--- config.mk ---
export PLATFORM = sky130hd
export DESIGN_NAME = mon_evt_filter
export DESIGN_NICKNAME = d
export VERILOG_FILES = /design/src/rtl/mef_pkg.sv /design/src/rtl/mef_select.sv /design/src/rtl/mef_gate.sv /design/src/rtl/mef_counter.sv /design/src/rtl/mon_evt_filter.sv
export SDC_FILE = /design/constraint.sdc
export NUM_CORES = 1
export LEC_CHECK = 0
export BUFFER_PORTS_ARGS = -buffer_cell sky130_fd_sc_hd__buf_2
export CAP_MARGIN = 25
export CORE_ASPECT_RATIO = 1.2
export CORE_MARGIN = 2
export CORE_UTILIZATION = 43
export CTS_BUF_LIST = sky130_fd_sc_hd__clkbuf_8 sky130_fd_sc_hd__clkbuf_16
export DETAILED_ROUTE_END_ITERATION = 8
export PLACE_DENSITY = 0.95
export SYNTH_ARGS = -nofsm -noshare
export SYNTH_HDL_FRONTEND = slang
export SYNTH_SLANG_ARGS = --single-unit
--- constraint.sdc ---
create_clock -name clk -period 3.9 [get_ports clk]
set_clock_uncertainty 0.15 [all_clocks]
set_input_delay 0.195 -clock clk [delete_from_list [all_inputs] [get_ports clk]]
set_output_delay 0.195 -clock clk [all_outputs]
set_load 0.02 [all_outputs]
--- src/rtl/mef_pkg.sv ---
package mef_pkg;
    parameter int ERR_W = 32;
    parameter int TT_W  = 8;
    parameter int LEN_W = 16;
    parameter int GERR_OVERSIZE_BIT = 4;

    typedef struct packed {
        logic [ERR_W-1:0] err;
        logic             fwsel;
        logic [TT_W-1:0]  ttype;
        logic [LEN_W-1:0] len;
    } evt_desc_t;

    typedef struct packed {
        logic fmt_en;
        logic err_en;
        logic flt_en;
        logic tt_incl;
        logic all_evt;
    } sel_ctrl_t;

    typedef struct packed {
        logic wr;
        logic skip;
        logic gerr;
    } verdict_t;

    function automatic logic tt_pass(input logic incl,
                                     input logic [TT_W-1:0] accept,
                                     input logic [TT_W-1:0] ttype);
        if (!incl)
            return 1'b1;
        return (accept == '0) || (accept == ttype);
    endfunction
endpackage

--- src/rtl/mef_select.sv ---
module mef_select
    import mef_pkg::*;
(
    input  evt_desc_t        desc,
    input  sel_ctrl_t        ctrl,
    input  logic [ERR_W-1:0] err_mute,
    input  logic [TT_W-1:0]  tt_accept,
    output logic             candidate
);
    logic path_clean;
    logic path_flag;
    logic path_tt;

    always_comb begin
        path_clean = ctrl.err_en && ((desc.err & ~err_mute) == '0);
        path_flag  = ctrl.flt_en && desc.fwsel;
        path_tt    = tt_pass(ctrl.tt_incl, tt_accept, desc.ttype);
        candidate  = ctrl.fmt_en && (path_clean || path_flag || path_tt);
    end
endmodule

--- src/rtl/mef_gate.sv ---
module mef_gate
    import mef_pkg::*;
#(
    parameter int MAX_WORDS = 4096
) (
    input  logic             candidate,
    input  logic [LEN_W-1:0] len,
    input  logic             all_evt,
    input  logic             pipe_empty,
    input  logic [31:0]      gerr_mute,
    output verdict_t         verdict
);
    logic oversize;

    always_comb begin
        oversize     = 32'(len) > 32'(MAX_WORDS);
        verdict.skip = candidate && oversize;
        verdict.wr   = candidate && !oversize && (all_evt || pipe_empty);
        verdict.gerr = verdict.skip && !gerr_mute[GERR_OVERSIZE_BIT];
    end
endmodule

--- src/rtl/mef_counter.sv ---
module mef_counter #(
    parameter int CNT_W = 16
) (
    input  logic             clk,
    input  logic             rst,
    input  logic             clr,
    input  logic             inc,
    output logic [CNT_W-1:0] count
);
    always_ff @(posedge clk) begin
        if (rst || clr)
            count <= '0;
        else if (inc)
            count <= count + 1'b1;
    end

    a_r10_count_step: assert property (@(posedge clk) disable iff (rst)
        (inc && !clr) |=> (count == $past(count) + 1'b1));
    a_r10_count_clear: assert property (@(posedge clk) disable iff (rst)
        clr |=> (count == '0));
    a_r10_count_idle: assert property (@(posedge clk) disable iff (rst)
        (!inc && !clr) |=> $stable(count));
endmodule

--- src/rtl/mon_evt_filter.sv ---
module mon_evt_filter
    import mef_pkg::*;
#(
    parameter int MAX_WORDS = 4096,
    parameter int CNT_W     = 16
) (
    input  logic             clk,
    input  logic             rst,
    input  logic             cnt_clr,
    input  logic             desc_valid,
    input  logic [31:0]      desc_err,
    input  logic             desc_fwsel,
    input  logic [7:0]       desc_ttype,
    input  logic [15:0]      desc_len,
    input  logic             cfg_fmt_en,
    input  logic             cfg_err_en,
    input  logic             cfg_flt_en,
    input  logic             cfg_tt_incl,
    input  logic             cfg_all,
    input  logic [31:0]      err_mute,
    input  logic [31:0]      gerr_mute,
    input  logic [7:0]       tt_accept,
    input  logic             pipe_empty,
    output logic             dec_valid,
    output logic             dec_wr,
    output logic             dec_skip,
    output logic             dec_gerr,
    output logic [CNT_W-1:0] wr_count,
    output logic [CNT_W-1:0] skip_count
);
    evt_desc_t desc;
    sel_ctrl_t ctrl;
    logic      candidate;
    verdict_t  nxt;
    verdict_t  cur;
    logic      vld_q;

    always_comb begin
        desc.err     = desc_err;
        desc.fwsel   = desc_fwsel;
        desc.ttype   = desc_ttype;
        desc.len     = desc_len;
        ctrl.fmt_en  = cfg_fmt_en;
        ctrl.err_en  = cfg_err_en;
        ctrl.flt_en  = cfg_flt_en;
        ctrl.tt_incl = cfg_tt_incl;
        ctrl.all_evt = cfg_all;
    end

    mef_select u_select (
        .desc      (desc),
        .ctrl      (ctrl),
        .err_mute  (err_mute),
        .tt_accept (tt_accept),
        .candidate (candidate)
    );

    mef_gate #(.MAX_WORDS(MAX_WORDS)) u_gate (
        .candidate  (candidate),
        .len        (desc.len),
        .all_evt    (ctrl.all_evt),
        .pipe_empty (pipe_empty),
        .gerr_mute  (gerr_mute),
        .verdict    (nxt)
    );

    always_ff @(posedge clk) begin
        if (rst) begin
            cur   <= '0;
            vld_q <= 1'b0;
        end else begin
            vld_q <= desc_valid;
            if (desc_valid)
                cur <= nxt;
        end
    end

    assign dec_valid = vld_q;
    assign dec_wr    = cur.wr;
    assign dec_skip  = cur.skip;
    assign dec_gerr  = cur.gerr;

    mef_counter #(.CNT_W(CNT_W)) u_wr_cnt (
        .clk   (clk),
        .rst   (rst),
        .clr   (cnt_clr),
        .inc   (desc_valid && nxt.wr),
        .count (wr_count)
    );

    mef_counter #(.CNT_W(CNT_W)) u_skip_cnt (
        .clk   (clk),
        .rst   (rst),
        .clr   (cnt_clr),
        .inc   (desc_valid && nxt.skip),
        .count (skip_count)
    );

    a_r1_fmt_off: assert property (@(posedge clk) disable iff (rst)
        (desc_valid && !cfg_fmt_en) |=> (!dec_wr && !dec_skip && !dec_gerr));
    a_r6_busy_pipe: assert property (@(posedge clk) disable iff (rst)
        (desc_valid && !cfg_all && !pipe_empty) |=> !dec_wr);
    a_r7_no_big_write: assert property (@(posedge clk) disable iff (rst)
        (desc_valid && (32'(desc_len) > 32'(MAX_WORDS))) |=> !dec_wr);
    a_r8_gerr_needs_skip: assert property (@(posedge clk) disable iff (rst)
        dec_gerr |-> dec_skip);
    a_r8_gerr_muted: assert property (@(posedge clk) disable iff (rst)
        (desc_valid && gerr_mute[GERR_OVERSIZE_BIT]) |=> !dec_gerr);
    a_r9_hold: assert property (@(posedge clk) disable iff (rst)
        !desc_valid |=> $stable({dec_wr, dec_skip, dec_gerr}));
    a_r9_strobe: assert property (@(posedge clk) disable iff (rst)
        desc_valid |=> dec_valid);
endmodule

==> metrics.txt, run 1 <==
RSZ-0062 raised after global routing=false; Routed Antenna Nets=0; worst slew pin tran=901 ps; cell taking the most area after synthesis=dfxtp_1; WP data required=3930 ps; YS warnings=0; setup bufs post-CTS=0; CTS resizes=0; post-synthesis cell type count=40; layout cells sized above 1=40.6%; sum of negative setup slack=0 ps; slowest cell on the critical path=a21oi_2; Post-DP HPWL=5.43 mm; Port Buffers=143; sequential power share=47.6%; # clock sinks=36; Avg Vias per Cell=5.24; pre-CTS setup slack=1380 ps; Slowest Stage Delay on Critical Path=740 ps; DRC Markers=0; fin worst setup slack=1690 ps; first-pass GRT wire length=10.9 mm; Async SR Flop Fraction=0%; gr usage total=22.7%; global route overflow=0; Finished Layout Cells=486; fmax=451 MHz; part of the cycle the worst path needs=56.8%; Gate power share=16.6%; Hold Vio Cnt, Final=0; critical path capture point type=flip-flop; syn_area_per_cell=8.08 um^2; top cells by count, synth=36 x dfxtp_1, 33 x nor2_1, 32 x inv_1, 26 x nand2_1, 18 x xnor2_1; Clock Path Buffers=2; clk_lat worst skew=290 ps; 1st-iter DRT viols=125; most frequent cell after synthesis=dfxtp_1; Core Footprint=0.00523 mm^2; Leak=1.56 nW; Finished Cell Area=0.00312 mm^2; number of top-level pins=175; Top FF cell, synth=dfxtp_1; Worst setup SP type=input pin; cell family with most CP delay=compound AO/OA/AOI/OAI gates; kind of critical path=input pin to flip-flop; Internal=0.000576 W; Vias=2549; Power Total=0.000777 W; CP arrival=2250 ps; Worst Hold Class=input pin to flip-flop; Area growth, synth to finish=36.3%; drt wl/cell=13.9 um; routability cong.=0.964; router iterations before antenna repair=4; CTS tree=done; Final setup violation count=0; Yosys reg bits=36; num rows=29; # hold bufs at CTS=0; Mapped Nets=424; root buffer cell=clkbuf_8; DP Cell Count=478; DP Area=0.00302 mm^2; DRT Wirelength=6.76 mm; worst vdd ir=0.000187 V; sequential share of the synthesized area=31.5%; Slew Limit Fails=0; initial antenna violation count=0; synthesized instance count=283; WP buf/inv=2; MaxCap Viol Count=0; die area=0.00592 mm^2; Mapped Area=0.00229 mm^2; Initial Utilization=43.8%; status=complete, no violations; Fillers=488; number of synthesized flops with an enable pin=0; Sw Pwr=0.000201 W; Die Y=83.9 um; sw frac=25.9%; Tmin final=2210 ps; clock share of power=35.8%; critical path cell sequence=buf_2 -> xnor2_1 -> nand4_1 -> o2111ai_1 -> nand2_1 -> buf_4 -> a21oi_2 -> a31oi_1 -> a41o_1; top cells by area, synth=dfxtp_1 32%, xnor2_1 6.9%, nor2_1 5.4%; antenna cells=0; vias in the first global route=2405; Yosys top cell area share=31.5%; post-layout net count=564; PwrDens=249 mW/mm^2; largest net degree at the start of global routing=28; die width=70.6 um; Worst-path clk slew=70 ps; crit path max fanout=21; Num CTS Buffers=5; CTS HTree Levels=2; relative slew slack=39.9%
==> sequential cells by signal (all words and copies together), names as in the netlist <==
signal	count
u_skip_cnt.count	16
dec_gerr	1
dec_wr	1
dec_valid	1
dec_skip	1
u_wr_cnt.count	16
==> stage by stage <==
stage / utilization [%] / hold slack [ps]
2_1_floorplan: - / 222
3_3_place_gp: 57.7 / 299
3_5_place_dp: 57.9 / 299
4_1_cts: 59.7 / 6.90
5_1_grt: 59.7 / 22.0
6_report: 59.7 / 12.7
==> worst register-to-register path, stage by stage (launching register included) <==
cell	delay [ps]
dfxtp_1	430
and3_1	220
and2_1	180
and3_2	230
nand3_1	160
nor2_1	230
a31oi_1	120
a41o_1	240
==> final timing paths <==
path	start	slack, ps	endpoint	cells past startpoint
setup / recovery	tt_accept[2]	1690	u_skip_cnt.count[11]$_SDFFE_PP0P_	9
hold / removal	gerr_mute[4]	10	dec_gerr$_SDFFE_PP0P_	3
setup reg to reg	u_skip_cnt.count[5]$_SDFFE_PP0P_	1840	u_skip_cnt.count[14]$_SDFFE_PP0P_	7
hold reg to reg	dec_gerr$_SDFFE_PP0P_	310	dec_gerr$_SDFFE_PP0P_	2
==> routing by layer <==
layer	GRT usage, %	vias to the layer above	wire length [um]
li1	-	1284	-
met1	26.0	1148	2820
met2	40.4	102	3330
met3	6.28	15	517
met4	7.55	0	91
met5	0	-	0
==> power groups by stage <==
| stage | logic, W | registers [W] | clock network (W) |
|---|---|---|---|
| after floorplan | 0.0000563 | 0.000381 | 0 |
| final | 0.000129 | 0.000370 | 0.000278 |
| after global placement | 0.000123 | 0.000378 | 0 |
| after detailed placement | 0.000128 | 0.000378 | 0 |
| after CTS | 0.000129 | 0.000370 | 0.000284 |
| after global routing | 0.000140 | 0.000370 | 0.000305 |
==> cells in the final DEF, fill, tap and decap left out, drive strengths merged, types with 3 or more instances in the layout <==
| cell type | count |
|---|---|
| mux2i | 7 |
| a31o | 8 |
| dfxtp | 36 |
| nand4 | 11 |
| buf | 146 |
| a31oi | 8 |
| clkbuf | 6 |
| o2111ai | 3 |
| nand2b | 9 |
| nand3 | 7 |
| nand2 | 26 |
| a2111oi | 3 |
| inv | 32 |
| nor3 | 4 |
| and3 | 7 |
| nor4 | 7 |
| a211oi | 6 |
| a41o | 7 |
| or3 | 5 |
| xnor2 | 18 |
| o22ai | 10 |
| a21oi | 13 |
| nor2 | 33 |
==> logic make-up (layout without fill, tap and decap cells) <==
family          after synthesis  in the layout  share of synthesized area, %
compound gates               61             61                          23.9
flops                        36             36                          31.5
simple gates                114            114                          24.7
xor+xnor                     18             18                          6.89
fa+ha+maj                     2              2                          1.09
buf+inv                      45            186                          8.86
mux                           7              7                          3.06
==> area by class of cell <==
type / count / area, um^2 / area share (%)
Clock inverter: 2 / 10.0 / 0.321
Sequential cell: 36 / 721 / 23.1
Multi-Input combinational cell: 202 / 1360 / 43.8
Timing Repair Buffer: 146 / 742 / 23.8
Clock buffer: 6 / 82.6 / 2.65
Inverter: 32 / 120 / 3.85
Tap cell: 62 / 77.6 / 2.49
No activity file was read; power rests on OpenSTA's default activity.
==> run 2: changes to the inputs <==
Settings changed: CORE_UTILIZATION 43 to 36, PLACE_DENSITY 0.95 to 0.86.
Clock period 3.9 ns to 2 ns, I/O delays scaled along.
==> run 2 against run 1 <==
Against the previous run: clock power increased by 68%; non-clock buffer count grew 16; via count up 2.8%; register-to-register slack lost 1700 ps; clock-buffer cell count is 1 lower; design area grew 5.3%; utilization down 5.8 points; first-iteration DRC count down 42%; global-route usage fell by 2.8 points; total power up 87%; worst hold slack improved by 59 ps; sequential power grew 95%.
==> metrics.txt, run 2 (synthesized netlist as in run 1, its figures left out) <==
gr usage total=20.0% (-2.8 points); relative slew slack=63.0% (+23 points); Reg area=722 um^2 (+0.17%); Worst Hold Class=input pin to flip-flop; 1st-iter DRT viols=73 (-42%); multi-input logic area=0.00138 mm^2 (+0.92%); clk_lat worst skew=290 ps (about the same); Initial Utilization=37.6% (-6.2 points); CP arrival=1900 ps (-350 ps); commonest non-fill, non-tap cell in the layout=buf_2; DRC Markers=0 (unchanged); layout cells sized above 1=42.6% (+2.0 points); Routed Antenna Nets=0 (unchanged); Worst setup SP type=flip-flop; CTS tree=done; drt wl/cell=13.2 um (-5.0%); Tmin final=1870 ps; die width=76.8 um (+8.8%); largest net degree at the start of global routing=28 (unchanged); Power Total=0.00145 W (+87%); most frequent cells in the layout=143 x buf_2, 35 x dfxtp_1, 32 x inv_1, 32 x nor2_1, 26 x nand2_1; Fillers=562 (+15%); Slew Limit Fails=0 (unchanged); status=complete, no violations; Worst-path clk slew=60 ps (about the same); crit path max fanout=4 (-81%); Post-DP HPWL=5.45 mm (+0.43%); Final setup violation count=0 (unchanged); post-layout net count=580 (+2.8%); worst slew pin tran=556 ps (-345 ps); Area growth, synth to finish=43.4%; router iterations before antenna repair=4 (unchanged); Core Util, Final=53.9% (-5.8 points); Avg Vias per Cell=5.05 (-3.8%); # clock sinks=36 (unchanged); global route overflow=0 (unchanged); CTS HTree Levels=2 (unchanged); kind of critical path=flip-flop to flip-flop; initial antenna violation count=0 (unchanged); Die Y=91.3 um (+8.9%); root buffer cell=clkbuf_8; Leak=1.63 nW (+4.6%); MaxCap Viol Count=0 (unchanged); antenna cells=0 (unchanged); DRT Wirelength=6.86 mm (+1.4%); Clock Path Buffers=2 (unchanged); Hold Vio Cnt, Final=0 (unchanged); Fin Hold WS=71.4 ps (+58.6 ps); Port Buffers=143 (unchanged); num rows=31 (+6.9%); worst vdd ir=0.000292 V (+56%); number of top-level pins=175 (unchanged); fmax=536 MHz; Num CTS Buffers=5 (unchanged); Vias=2620 (+2.8%); vias in the first global route=2556 (+6.3%); first-pass GRT wire length=11.4 mm (+5.1%); PwrDens=443 mW/mm^2 (+78%); sum of negative setup slack=0 ps (unchanged); Core Footprint=0.00609 mm^2 (+17%); die area=0.00701 mm^2 (+18%); biggest regs=u_skip_cnt.count x16, u_wr_cnt.count x16; routability cong.=0.838 (-13%); RSZ-0062 raised after global routing=false; WP data required=2030 ps (-1900 ps); critical path capture point type=flip-flop; part of the cycle the worst path needs=93.3%
[run 2: cell types whose count changed in the layout (fill, tap and decap cells not counted), moves of 2 or more]
cell / previous run / this run
dlygate4sd3_1: 0 / 3
buf_4: 2 / 14
clkinv_2: 2 / 0
buf_12: 0 / 2
[run 2: layer usage]
layer  global-route usage, %  vias to the layer above  share of wire [%]
li1                        -                     1311                  -
met1                    22.6                     1207                 41
met2                    35.7                       88                 50
met3                    5.27                       14                6.9
met4                    6.97                        0                1.9
met5                       0                        -                  0
[run 2: final timing paths]
path,startpoint,end,slack [ps],depth (start not counted)
worst min register to register,dec_gerr$_SDFFE_PP0P_,dec_gerr$_SDFFE_PP0P_,300,2
worst min-delay path,desc_valid,dec_valid$_SDFF_PP0_,70,3
worst max register to register,u_skip_cnt.count[7]$_SDFFE_PP0P_,u_skip_cnt.count[14]$_SDFFE_PP0P_,130,7
worst max-delay path,u_skip_cnt.count[7]$_SDFFE_PP0P_,u_skip_cnt.count[14]$_SDFFE_PP0P_,130,7
[run 2: cell type report]
class	count	share of cell area, %
inverter	32	3.66
timing repair buffer	162	27.2
sequential	36	22.0
clock buffer	5	2.10
multi-input combinational	202	42.0
tap	82	3.13
[run 2: report_power, final]
group          switching [W]  leakage [nW]  internal (W)  total (W)
logic               0.000124          1.30      0.000141   0.000265
registers         0.00000180         0.291      0.000720   0.000722
clock network       0.000242        0.0359      0.000224   0.000467
[run 2: critical path: stages (launching register included)]
cell and delay (ps):
dfxtp_1 330, and3_1 200, and2_1 170, and3_2 220, nand3_1 170, nor2_1 210, a31oi_1 110, a41o_1 200
[run 2: repair_timing]
item / 4_1_cts / 5_1_grt
gates resized for setup: 0 / 3
hold buffers: 3 / 0
endpoints found under the setup margin: 0 / 6
setup buffers: 0 / 0
endpoints found under the hold margin: 7 / 0
[run 2: metrics by stage]
step	setup slack, ps	cell area [um^2]	instances
after global placement	31.8	3170	511
final	133	3280	519
after floorplan	9.88	2290	283
after CTS	59.2	3270	519
after detailed placement	-30.2	3170	511
after global routing	2.29	3280	519
==> run 3: changes to the inputs <==
Settings changed: CORE_UTILIZATION 36 to 35, SYNTH_HIERARCHICAL from default to 1.
==> run 3 against run 2 <==
Against the previous run: global-route usage increased by 0.59 points; area after synthesis decreased by 10%; die area decreased by 7.4%; cell count decreased by 1.9%; non-clock buffer count increased by 12; utilization increased by 5.0 points; critical endpoint is now u_skip_cnt/count[13]$_SDFFE_PP0P_; the run now ends with negative setup slack left; largest cell class unchanged.
==> metrics.txt, run 3 <==
fmax=421 MHz (-21%); Simple-Gate Fraction of Synth Area=29.9% (+5.2 points); status=finished, violations left; part of the cycle the worst path needs=119% (+26 points); Avg Vias per Cell=4.93 (-2.4%); PwrDens=464 mW/mm^2 (+4.8%); relative slew slack=72.9% (+9.9 points); post-synthesis xor/xnor area fraction=12.8% (+5.9 points); num rows=30 (-3.2%); Initial Utilization=36.2% (-1.4 points); Clock Path Buffers=2 (unchanged); Die Y=87.9 um (-3.8%); clock share of power=35.9% (+3.8 points); Core Footprint=0.00567 mm^2 (-6.9%); Yosys reg bits=36 (unchanged); pre-CTS setup slack=-961 ps (-931 ps); Worst Hold Class=input pin to flip-flop; Vias=2508 (-4.3%); 1st-iter DRT viols=108 (+48%); Worst-path clk slew=70 ps (about the same); CTS HTree Levels=2 (unchanged); Sw Pwr=0.000365 W (-0.75%); sum of negative setup slack=-5980 ps (-5980 ps); Num CTS Buffers=5 (unchanged); critical path capture point type=flip-flop; global route overflow=0 (unchanged); synthesized instance count=255 (-9.9%); largest family of logic cells by synthesized area=simple AND/OR/NAND/NOR gates; cell taking the most area after synthesis=dfxtp_1; failing checks=negative setup slack; vias in the first global route=2381 (-6.8%); Hold Path Cell Cnt=3 (unchanged); fin worst setup slack=-378 ps (-511 ps); commonest non-fill, non-tap cell in the layout=buf_2; startpoint of the worst-slack reg-to-reg timing path=u_skip_cnt/count[5]$_SDFFE_PP0P_; Slew Limit Fails=0 (unchanged); layout cells sized above 1=52.0% (+9.4 points); mux cell area share after synthesis=2.44% (-0.62 points); syn_area_per_cell=8.05 um^2 (-0.43%); Async SR Flop Fraction=0% (unchanged); DRT Wirelength=6.89 mm (+0.51%); post-synthesis cell type count=36 (-10%); launch point of the critical path=err_mute[23]; RSZ-0062 raised after global routing=true; Hold Vio Cnt, Final=0 (unchanged); Gate power share=17.5% (-0.7 points); clk_lat worst skew=280 ps (about the same); sequential share of the synthesized area=35.1% (+3.6 points); drt wl/cell=13.5 um (+2.5%); R2R depth=4 (-3); root buffer cell=clkbuf_8; post-synthesis compound-gate area fraction=11.0% (-13 points); worst vdd ir=0.000293 V (+0.45%); CP arrival=2440 ps (+540 ps); Tmin final=2380 ps (+511 ps); die area=0.00649 mm^2 (-7.4%); Leak=1.61 nW (-0.88%); routability cong.=0.803 (-4.1%); DP Area=0.00294 mm^2 (-7.4%); Yosys top cell area share=35.1% (+3.6 points); most frequent cells in the layout=139 x buf_2, 36 x dfxtp_1, 35 x nor2_1, 22 x buf_4, 21 x inv_1; crit path max fanout=5 (+1); WP data required=2060 ps (+30 ps); Routed Antenna Nets=0 (unchanged); Worst setup SP type=input pin; hold_sp=desc_valid; Final setup violation count=23 (+23); Area growth, synth to finish=62.6%; MaxCap Viol Count=0 (unchanged); Finished Cell Area=0.00334 mm^2 (+1.7%); # clock sinks=36 (unchanged); Port Buffers=143 (unchanged); post-layout net count=570 (-1.7%); gr usage total=20.5% (+0.59 points); first-pass GRT wire length=10.5 mm (-8.3%); Adder-Cell Fraction of Synth Area=1.22% (+0.13 points); antenna cells=0 (unchanged); sequential power share=46.6% (-3.1 points); biggest regs=u_skip_cnt/count x16, u_wr_cnt/count x16; initial antenna violation count=0 (unchanged); number of synthesized flops with an enable pin=0 (unchanged); Mapped Area=0.00205 mm^2 (-10%); Fin Hold WS=25.9 ps (-45.5 ps); DRC Markers=0 (unchanged); Post-DP HPWL=5.36 mm (-1.6%); Top FF cell, synth=dfxtp_1; die width=73.9 um (-3.7%); number of top-level pins=175 (unchanged); CTS tree=done; top cells by count, synth=36 x dfxtp_1, 36 x nor2_1, 30 x inv_1, 19 x nand2_1, 18 x xor2_1; kind of critical path=input pin to flip-flop; worst slew pin tran=407 ps (-149 ps); sw frac=23.6% (-1.7 points); router iterations before antenna repair=4 (unchanged); YS warnings=6 (+6); top cells by area, synth=dfxtp_1 35%, xor2_1 7.7%, nor2_1 6.6%; Internal=0.00118 W (+9.0%); largest net degree at the start of global routing=17 (-39%); Mapped Nets=396 (-6.6%)
## run 3: path summary, 6_finish.rpt
kind	end	slack, ps
max	u_skip_cnt/count[13]$_SDFFE_PP0P_	-380
min	dec_skip$_SDFFE_PP0P_	30
max reg2reg	u_skip_cnt/count[14]$_SDFFE_PP0P_	350
min reg2reg	dec_skip$_SDFFE_PP0P_	350
## run 3: area by class of cell
class | count | area [um^2]
clock buffer | 7 | 96.3
timing repair buffer | 174 | 1000
tap | 80 | 100
sequential | 36 | 721
fill | 519 | 2330
multi-input combinational | 182 | 1300
inverter | 30 | 113
## run 3: per-stage QoR
stage                     total power [W]  utilization (%)  instances
final                             0.00155             58.9        509
after global routing              0.00161             58.9        509
after CTS                         0.00155             57.6        506
after detailed placement         0.000962             51.8        485
after global placement           0.000959             51.8        485
after floorplan                  0.000825                -        255
## run 3: power groups by stage
stage | clock network, W | registers, W | logic (W)
2_1_floorplan | 0 | 0.000743 | 0.0000824
3_3_place_gp | 0 | 0.000738 | 0.000221
3_5_place_dp | 0 | 0.000738 | 0.000224
4_1_cts | 0.000569 | 0.000722 | 0.000261
5_1_grt | 0.000591 | 0.000722 | 0.000297
6_report | 0.000555 | 0.000722 | 0.000271
## run 3: worst max-delay path: stages
cell and delay, ps:
buf_2 80, inv_1 40, a222oi_1 310, nand4_1 190, o31ai_4 300, buf_4 150
o21ai_2 60, nor2_2 110, and2_4 160, and4_4 260, buf_4 130, nand3_2 50
or3_1 340, a21oi_1 140
## run 3: logic make-up (layout without fill, tap and decap cells)
logic type	count (synthesis)	count (layout)
AND/OR/NAND/NOR	110	110
buffers and inverters	37	211
flip-flops	36	36
AO/OA/AOI/OAI	35	35
XOR/XNOR	30	30
multiplexers	5	5
adder cells (fa/ha/maj)	2	2
## run 3: per-layer routing
layer | routed length (um) | vias up | part of all wire (%) | global-route usage [%]
met5 | 0 | - | 0 | 0
met4 | 138 | 0 | 2.0 | 6.45
met3 | 466 | 10 | 6.8 | 3.11
met2 | 3460 | 122 | 50 | 36.9
met1 | 2830 | 1147 | 41 | 24.8
li1 | - | 1229 | - | -
## run 3: what timing repair did
action | CTS | global route
hold endpoints to repair | 6 | 0
gates resized for setup | 32 | 13
gates cloned | 0 | 0
setup endpoints to repair | 32 | 31
pin swaps | 14 | 13
hold buffers | 4 | 0
setup buffers | 11 | 3
